===== src/rtl/dobc_pkg.sv =====
package dobc_pkg;
  typedef enum logic [1:0] {
    WAVE_SQR = 2'd0,
    WAVE_TRI = 2'd1,
    WAVE_SAW = 2'd2,
    WAVE_SAW_ALT = 2'd3
  } wave_e;

  typedef enum logic [2:0] {
    OP_OR   = 3'd0,
    OP_XOR  = 3'd1,
    OP_NOR  = 3'd2,
    OP_XNOR = 3'd3,
    OP_NAND = 3'd4,
    OP_AVG  = 3'd5,
    OP_CASC = 3'd6,
    OP_ZERO = 3'd7
  } op_e;

  localparam int unsigned NUM_OSC = 3;
endpackage


===== src/rtl/dobc_phase_acc.sv =====
module dobc_phase_acc #(
  parameter int unsigned ACC_W = 32
) (
  input  logic             clk_i,
  input  logic             rst_ni,
  input  logic             strobe_i,
  input  logic [ACC_W-1:0] inc_i,
  output logic [ACC_W-1:0] phase_nxt_o
);
  logic [ACC_W-1:0] phase_q;

  assign phase_nxt_o = phase_q + inc_i;

  always_ff @(posedge clk_i or negedge rst_ni) begin
    if (!rst_ni)       phase_q <= '0;
    else if (strobe_i) phase_q <= phase_nxt_o;
  end
endmodule


===== src/rtl/dobc_wave_shaper.sv =====
module dobc_wave_shaper
  import dobc_pkg::*;
#(
  parameter int unsigned SMP_W = 10
) (
  input  logic [SMP_W:0]   top_i,   // top SMP_W+1 phase bits
  input  logic [1:0]       wave_i,
  output logic [SMP_W-1:0] val_o
);
  logic             msb;
  logic [SMP_W-1:0] below;

  assign msb   = top_i[SMP_W];
  assign below = top_i[SMP_W-1:0];

  always_comb begin
    unique case (wave_e'(wave_i))
      WAVE_SQR: val_o = {SMP_W{msb}};
      WAVE_TRI: val_o = msb ? ~below : below;
      default:  val_o = top_i[SMP_W -: SMP_W];
    endcase
  end
endmodule


===== src/rtl/dobc_logic_combiner.sv =====
module dobc_logic_combiner
  import dobc_pkg::*;
#(
  parameter int unsigned SMP_W = 10
) (
  input  logic [2:0]       op_i,
  input  logic [SMP_W-1:0] a_i,
  input  logic [SMP_W-1:0] b_i,
  input  logic [SMP_W-1:0] c_i,
  output logic [SMP_W-1:0] res_o
);
  localparam logic [SMP_W-1:0] MASK = {SMP_W{1'b1}};

  logic [SMP_W:0] sum;
  assign sum = {1'b0, a_i} + {1'b0, b_i};

  always_comb begin
    unique case (op_e'(op_i))
      OP_OR:   res_o = a_i | b_i;
      OP_XOR:  res_o = a_i ^ b_i;
      OP_NOR:  res_o = ~(a_i | b_i) & MASK;
      OP_XNOR: res_o = ~(a_i ^ b_i) & MASK;
      OP_NAND: res_o = ~(a_i & b_i) & MASK;
      OP_AVG:  res_o = sum[SMP_W:1];
      OP_CASC: res_o = (a_i & b_i) & c_i;   // A gates B, that gates C
      default: res_o = '0;
    endcase
  end
endmodule


===== src/rtl/dual_osc_logic_mixer.sv =====
module dual_osc_logic_mixer
  import dobc_pkg::*;
#(
  parameter int unsigned ACC_W = 32,
  parameter int unsigned SMP_W = 10
) (
  input  logic                    clk_i,
  input  logic                    rst_ni,
  input  logic                    strobe_i,
  input  logic [ACC_W-1:0]        inc_a_i,
  input  logic [ACC_W-1:0]        inc_b_i,
  input  logic [ACC_W-1:0]        inc_c_i,
  input  logic [1:0]              wave_a_i,
  input  logic [1:0]              wave_b_i,
  input  logic [2:0]              op_i,
  output logic signed [SMP_W-1:0] sample_o
);
  localparam int unsigned TOP = ACC_W - 1;

  logic [ACC_W-1:0] inc   [NUM_OSC];
  logic [1:0]       wave  [NUM_OSC];
  logic [ACC_W-1:0] nxt   [NUM_OSC];
  logic [SMP_W-1:0] val   [NUM_OSC];
  logic             casc;
  logic [SMP_W-1:0] res;

  assign casc    = (op_e'(op_i) == OP_CASC);
  assign inc[0]  = inc_a_i;
  assign inc[1]  = inc_b_i;
  assign inc[2]  = inc_c_i;
  assign wave[0] = casc ? WAVE_SQR : wave_a_i;
  assign wave[1] = casc ? WAVE_SQR : wave_b_i;
  assign wave[2] = WAVE_SQR;

  for (genvar g = 0; g < NUM_OSC; g++) begin : g_osc
    dobc_phase_acc #(.ACC_W(ACC_W)) u_acc (
      .clk_i      (clk_i),
      .rst_ni     (rst_ni),
      .strobe_i   (strobe_i),
      .inc_i      (inc[g]),
      .phase_nxt_o(nxt[g])
    );
    dobc_wave_shaper #(.SMP_W(SMP_W)) u_shape (
      .top_i (nxt[g][TOP -: SMP_W+1]),
      .wave_i(wave[g]),
      .val_o (val[g])
    );
  end

  dobc_logic_combiner #(.SMP_W(SMP_W)) u_comb (
    .op_i (op_i),
    .a_i  (val[0]),
    .b_i  (val[1]),
    .c_i  (val[2]),
    .res_o(res)
  );

  // subtracting mid-scale flips the MSB
  always_ff @(posedge clk_i or negedge rst_ni) begin
    if (!rst_ni)       sample_o <= '0;
    else if (strobe_i) sample_o <= $signed({~res[SMP_W-1], res[SMP_W-2:0]});
  end
endmodule


===== config.mk =====
export PLATFORM = sky130hd
export DESIGN_NAME = dual_osc_logic_mixer
export DESIGN_NICKNAME = d
export VERILOG_FILES = /design/src/rtl/dobc_pkg.sv /design/src/rtl/dobc_phase_acc.sv /design/src/rtl/dobc_wave_shaper.sv /design/src/rtl/dobc_logic_combiner.sv /design/src/rtl/dual_osc_logic_mixer.sv
export SDC_FILE = /design/constraint.sdc
export NUM_CORES = 1
export LEC_CHECK = 0
export ABC_AREA = 1
export BUFFER_PORTS_ARGS = -buffer_cell sky130_fd_sc_hd__buf_2
export CORE_UTILIZATION = 35
export DETAILED_ROUTE_END_ITERATION = 8
export PLACE_DENSITY = 0.54
export SYNTH_ARGS = -nofsm -noshare
export SYNTH_HDL_FRONTEND = slang
export SYNTH_SLANG_ARGS = --single-unit

===== constraint.sdc =====
create_clock -name clk_i -period 3.9 [get_ports clk_i]
set_input_delay 0.78 -clock clk_i [delete_from_list [all_inputs] [get_ports clk_i]]
set_output_delay 0.78 -clock clk_i [all_outputs]
set_load 0.02 [all_outputs]

---- Yosys cells after proc, flatten, opt, wreduce, memory -nomap -nowiden ----
Index checks and enable logic that the tools add are counted.
word-level totals
  input bits .............................. 106
  word-level logic and storage cells ...... 36
  output and inout bits ................... 10
  register bits ........................... 106
cells by class
  reductions and logical operators ........ 3
  muxes and demuxes ....................... 7
  $add $sub $neg .......................... 4
  bitwise gates (word level) .............. 10
  eq/ne operators ......................... 8
operators with widths
  cell                  number
  $add A32 B32 Y32      3
  $pmux W10 S7          1
  $not A10 Y10          5
  $pmux W10 S2          2
  $and A10 B10 Y10      2
  $mux W10              2
  $add A10 B10 Y11      1
  $or A10 B10 Y10       1
  $xor A10 B10 Y10      1
  $eq A3 B3 Y1 const B  3
  $eq A3 B2 Y1 const B  2
  $eq A2 B1 Y1 const B  2
  $logic_not A2 Y1      2
  $mux W2               2
  $eq A3 B1 Y1 const B  1
  $logic_not A3 Y1      1
  $not A1 Y1            1

---- Depth between registers and ports, before layout ----
  depth after elaboration ................. 8
  depth in mapped cells ................... 33
  mapped depth without buffers ............ 32

---- By module ----
Synthesis repeated with hierarchy kept, for this count alone.
second synthesis, totals
  cell total of the unflattened synthesis .. 2395
  area, all modules ....................... 13636.8 um^2
by module, submodules not included
  module                                area an instance (um^2)  instances  seq. area each (um^2)  cells each
  dobc_phase_acc at g_osc[1].u_acc ...  3667.3                   2          800.8                  633
  dobc_phase_acc at g_osc[0].u_acc      3658.5                   1          800.8                  632
  dobc_logic_combiner                   1183.6                   1          0.0                    219
  dobc_wave_shaper                      342.8                    3          0.0                    75
  dual_osc_logic_mixer                  431.7                    1          250.2                  53

---- Worst setup path after synthesis ----
OpenSTA, ideal clock, no wires.
  path type ............................... input to register
  start ................................... input port inc_a_i[0]
  end ..................................... register sample_o[7]
  setup time .............................. 117 ps
  slack ................................... 114 ps
  arrival ................................. 3669 ps
  buffers on the path ..................... 0
  cell stages on the path ................. 27
  required time ........................... 3783 ps
  cell sequence ........................... ha_1 fa_1 nand3_1 nand3_1 nand2_1 nand2_1 nand4_1 nand4_1 nand2_1 nand2_1 nand2_1 inv_1 nand2_1 ha_1 inv_1 fa_1 inv_1 nand3_1 nand2_1 nand4_1 nand2_1 nand2_1 nand3_1 nand2_1 o21bai_1 nand2_1 nand2_1
on the way
  word-level cells in the longest chain between the ends .. 7
  elaborated cells on any way between the ends .. 13
  those cells by class .................... add/sub: 2; mux: 3; bitwise: 8
RTL lines
  what                                                                      RTL line                    source
  start: declaration                                                        dual_osc_logic_mixer.sv:10  input logic [ACC_W-1:0] inc_a_i,
  $add A32 B32 Y32 (*)                                                      dobc_phase_acc.sv:12        assign phase_nxt_o = phase_q + inc_i;
  $not A10 Y10                                                              dobc_wave_shaper.sv:19      WAVE_TRI: val_o = msb ? ~below : below;
  $mux W10                                                                  dobc_wave_shaper.sv:19
  $pmux W10 S2 (*)                                                          dobc_wave_shaper.sv:17      unique case (wave_e'(wave_i))
  parallel branches: the longest is 2 deep, another holds $add A10 B10 Y11  n/a
  $pmux W10 S7 (*)                                                          dobc_logic_combiner.sv:18   unique case (op_e'(op_i))
  end signal: assignment                                                    dual_osc_logic_mixer.sv:61  else if (strobe_i) sample_o <= $signed({~res[SMP_W-1], res[SMP_W-2:0]});
  end: declaration                                                          dual_osc_logic_mixer.sv:16  output logic signed [SMP_W-1:0] sample_o
Mark *: on every way between the ends.
A chain may end at the register's enable or synchronous reset.

---- Worst setup path in the final report ----
  start ................................... input port inc_b_i[2]
  end ..................................... register sample_o[7]
on the way
  word-level cells in the longest chain between the ends .. 7
  elaborated cells on any way between the ends .. 13
  those cells by class .................... add/sub: 2; mux: 3; bitwise: 8
RTL lines
  what                                                                      RTL line                    source
  start: declaration                                                        dual_osc_logic_mixer.sv:11  input logic [ACC_W-1:0] inc_b_i,
  $add A32 B32 Y32 (*)                                                      dobc_phase_acc.sv:12
  $not A10 Y10                                                              dobc_wave_shaper.sv:19
  $mux W10                                                                  dobc_wave_shaper.sv:19
  $pmux W10 S2 (*)                                                          dobc_wave_shaper.sv:17
  parallel branches: the longest is 2 deep, another holds $add A10 B10 Y11  n/a
  $pmux W10 S7 (*)                                                          dobc_logic_combiner.sv:18
Marks and branches as above.

==> flow_summary.yaml <==
grt:
  grt-ovfl-total: 0
  grt_pass1_wl_mm: 64.4
  track_usage_pct: 22.4
  grt_max_degree: 71
  grt_pass1_vias: 13000
  antenna_found_initial: 0
setup_path:
  crit_top_cell: "nand2_1"
  crit_arrival_ns: 3.87
  worstSetupPathType: "in -> reg"
  crit_family: "simple AND/OR/NAND/NOR gates"
  r2r_slack_ns: 0.36
  reg2reg_to: "sample_o[7]"
  cp-endpoint: "sample_o[7]"
  path_buf_inv: 3
  critPathRequiredTime_ns: 4.17
  critPathSlowestCell: "fa_2"
  critPathMaxFanout: 3
  rr_worst_depth: 28
  startpoint_type: "input pin"
  cpPeakStageDelay_ns: 0.40
  setup.worst_path.end_class: "flop"
  cp.depth: 30
  startpoint: "inc_b_i[2]"
  reg2reg_from: "g_osc[0].u_acc.phase_q[25]"
final_layout:
  nNetsFinal: 2578
  utilization_pct: 47.3
  n_antenna_cell: 0
  drive_gt1_share_pct: 23.8
  syn_to_final_growth_pct: 31.2
synth:
  synthTopCellsByArea: "nand2_1 (23%), dfrtp_1 (22%), ha_1 (12%)"
  yosys.area.top_type_share_pct: 23.5
  syn_avg_cell_area_um2: 6.08
  synth_edf_count: 0
  ys_async_sr_fraction_pct: 100
  ys_seq_area_share_pct: 21.7
  yosysTopAreaCell: "nand2_1"
  syn_area_um2: 12200
  synthTopCellsByCount: "nand2_1 (762), inv_1 (251), nor2_1 (155)"
  ys_types: 50
  syn_nets: 2229
  netlist_instances: 2006
  ys_warn_count: 0
  yosysMostFrequentCell: "nand2_1"
  ys_ff_latch: 106
  ys.flop_type: "dfrtp_1"
sta:
  rsz0062_at_grt: "true"
  hold_violations: 0
  timing.setup.tns_ns: 0
  finalSetupViolations: 0
  drv_slew: 0
  worst_pin_slew_ns: 0.719
  max_freq_ghz: 0.278
  period_minus_slack_ns: 3.59
  fin_crit_sh_pct: 92.2
  whs_ns: 0.379
  max_slew_margin_pct: 52.1
  timing.final.ws_setup_ns: 0.306
  skew_ns: 0.0144
run_status:
  status: "complete, no violations"
clocking:
  clk_pin_slew_ns: 0.08
  insertion_delay_ns: 0.39
  tritoncts: "built"
  cts_sinks: 106
  clockBufferDepth: 2
  h-tree-depth: 3
  root_buffer: "clkbuf_16"
  cts_buffers: 9
pwr:
  p_sw_uw: 7260
  power.total_uw: 14700
  pwr-share-clk_pct: 6.7
  p_sw_share_pct: 49.5
  p_seq_share_pct: 13.9
  leakage_uw: 0.00857
  power_frac_comb_pct: 79.4
  p_per_area_nw_per_um2: 916
  p_int_uw: 7400
  irDropWorstVdd_v: 0.000316
place:
  dp_hpwl_mm: 32.1
  place_worst_setup_slack_ns: -0.254
  io_buffers: 115
  gp_congestion: 0.913
drt:
  drt_iter0_drc: 780
  vias: 13400
  wl_mm: 39.4
  drt-wirelength-per-cell_um: 14.0
  drtAntennaViolNets: 0
  routed_via_density: 4.77
  firstDrtPassIters: 5
  drc: 0
die:
  core_um2: 33900
  die_x_um: 189
  core.rowCount: 67
  die-area_um2: 35600
  start_util_pct: 36.0
  fp.dieH_um: 189
  io_pins: 116
min_path:
  hp-class: "in -> async"
job:
  max_cap_viol_count: 0
[metal layers]
| layer | track usage (%) | share of wire (%) | vias up |
|---|---|---|---|
| met1 | 31.4 | 50 | 6012 |
| met4 | 6.02 | 1.6 | 0 |
| met3 | 1.99 | 3.4 | 35 |
| met5 | 0 | 0 | - |
| met2 | 36.8 | 45 | 233 |
| li1 | - | - | 7121 |
[flip-flops by register name (all words and copies together) (netlist names)]
register / cells
g_osc.u_acc.phase_q: 96
sample_o: 10
[power groups by stage]
stage | Clock (uW) | Sequential (uW) | Combinational [uW]
6_report | 983 | 2030 | 11600
5_1_grt | 1060 | 2100 | 13100
4_1_cts | 1030 | 1980 | 10900
3_5_place_dp | 0 | 2000 | 10900
3_3_place_gp | 0 | 1980 | 10800
2_1_floorplan | 0 | 1960 | 6690
[per-stage QoR]
stage               instances  area, um2
floorplan                2006      12200
global placement         2787      15100
global route             2808      16000
detailed placement       2787      15100
CTS                      2803      15300
finish                   2808      16000
[how the worst min path moves through the flow]
stage	end	slack, ns	cells past startpoint
3_3_place_gp	g_osc[0].u_acc.phase_q[0]	0.46	2
4_1_cts	g_osc[0].u_acc.phase_q[18]	0.41	1
6_report	g_osc[0].u_acc.phase_q[18]	0.38	1
2_1_floorplan	g_osc[0].u_acc.phase_q[0]	0.45	2
5_1_grt	g_osc[0].u_acc.phase_q[19]	0.43	1
3_5_place_dp	sample_o[2]	0.46	2
[cell usage in the layout (no fill, tap or decap), types with 43 or more instances in the layout]
| cell type | netlist | layout |
|---|---|---|
| a21oi_1 | 93 | 81 |
| buf_2 | 3 | 114 |
| buf_4 | 2 | 257 |
| dfrtp_1 | 106 | 106 |
| ha_1 | 113 | 74 |
| inv_1 | 251 | 248 |
| nand2_1 | 762 | 737 |
| nand2_2 | 28 | 53 |
| nand3_1 | 139 | 136 |
| nor2_1 | 155 | 138 |
| o21ai_0 | 96 | 92 |
| xnor2_1 | 43 | 43 |
[area by class of cell]
class	count	area, um2
multi-input combinational	1608	9020
clock inverter	7	66.3
inverter	258	971
clock buffer	9	225
tap	448	561
timing repair buffer	372	2510
fill	3642	17900
sequential	106	2650
[logic make-up (layout without fill, tap and decap cells)]
family | Yosys count | in the layout | synth area share [%]
adders and majority gates | 117 | 117 | 12.2
xor gates and xnor gates | 56 | 56 | 4.02
buffers and inverters | 292 | 646 | 9.36
AOI/OAI and AO/OA | 283 | 283 | 13.2
DFF | 106 | 106 | 21.7
and+or+nand+nor | 1152 | 1152 | 39.4
[what timing repair did]
| action | 4_1_cts | 5_1_grt |
|---|---|---|
| setup buffers | 0 | 5 |
| resized for setup | 0 | 114 |
| hold buffers | 0 | 0 |
| setup endpoints to repair | 0 | 10 |
Note: power is estimated with default switching activity, not from simulation.
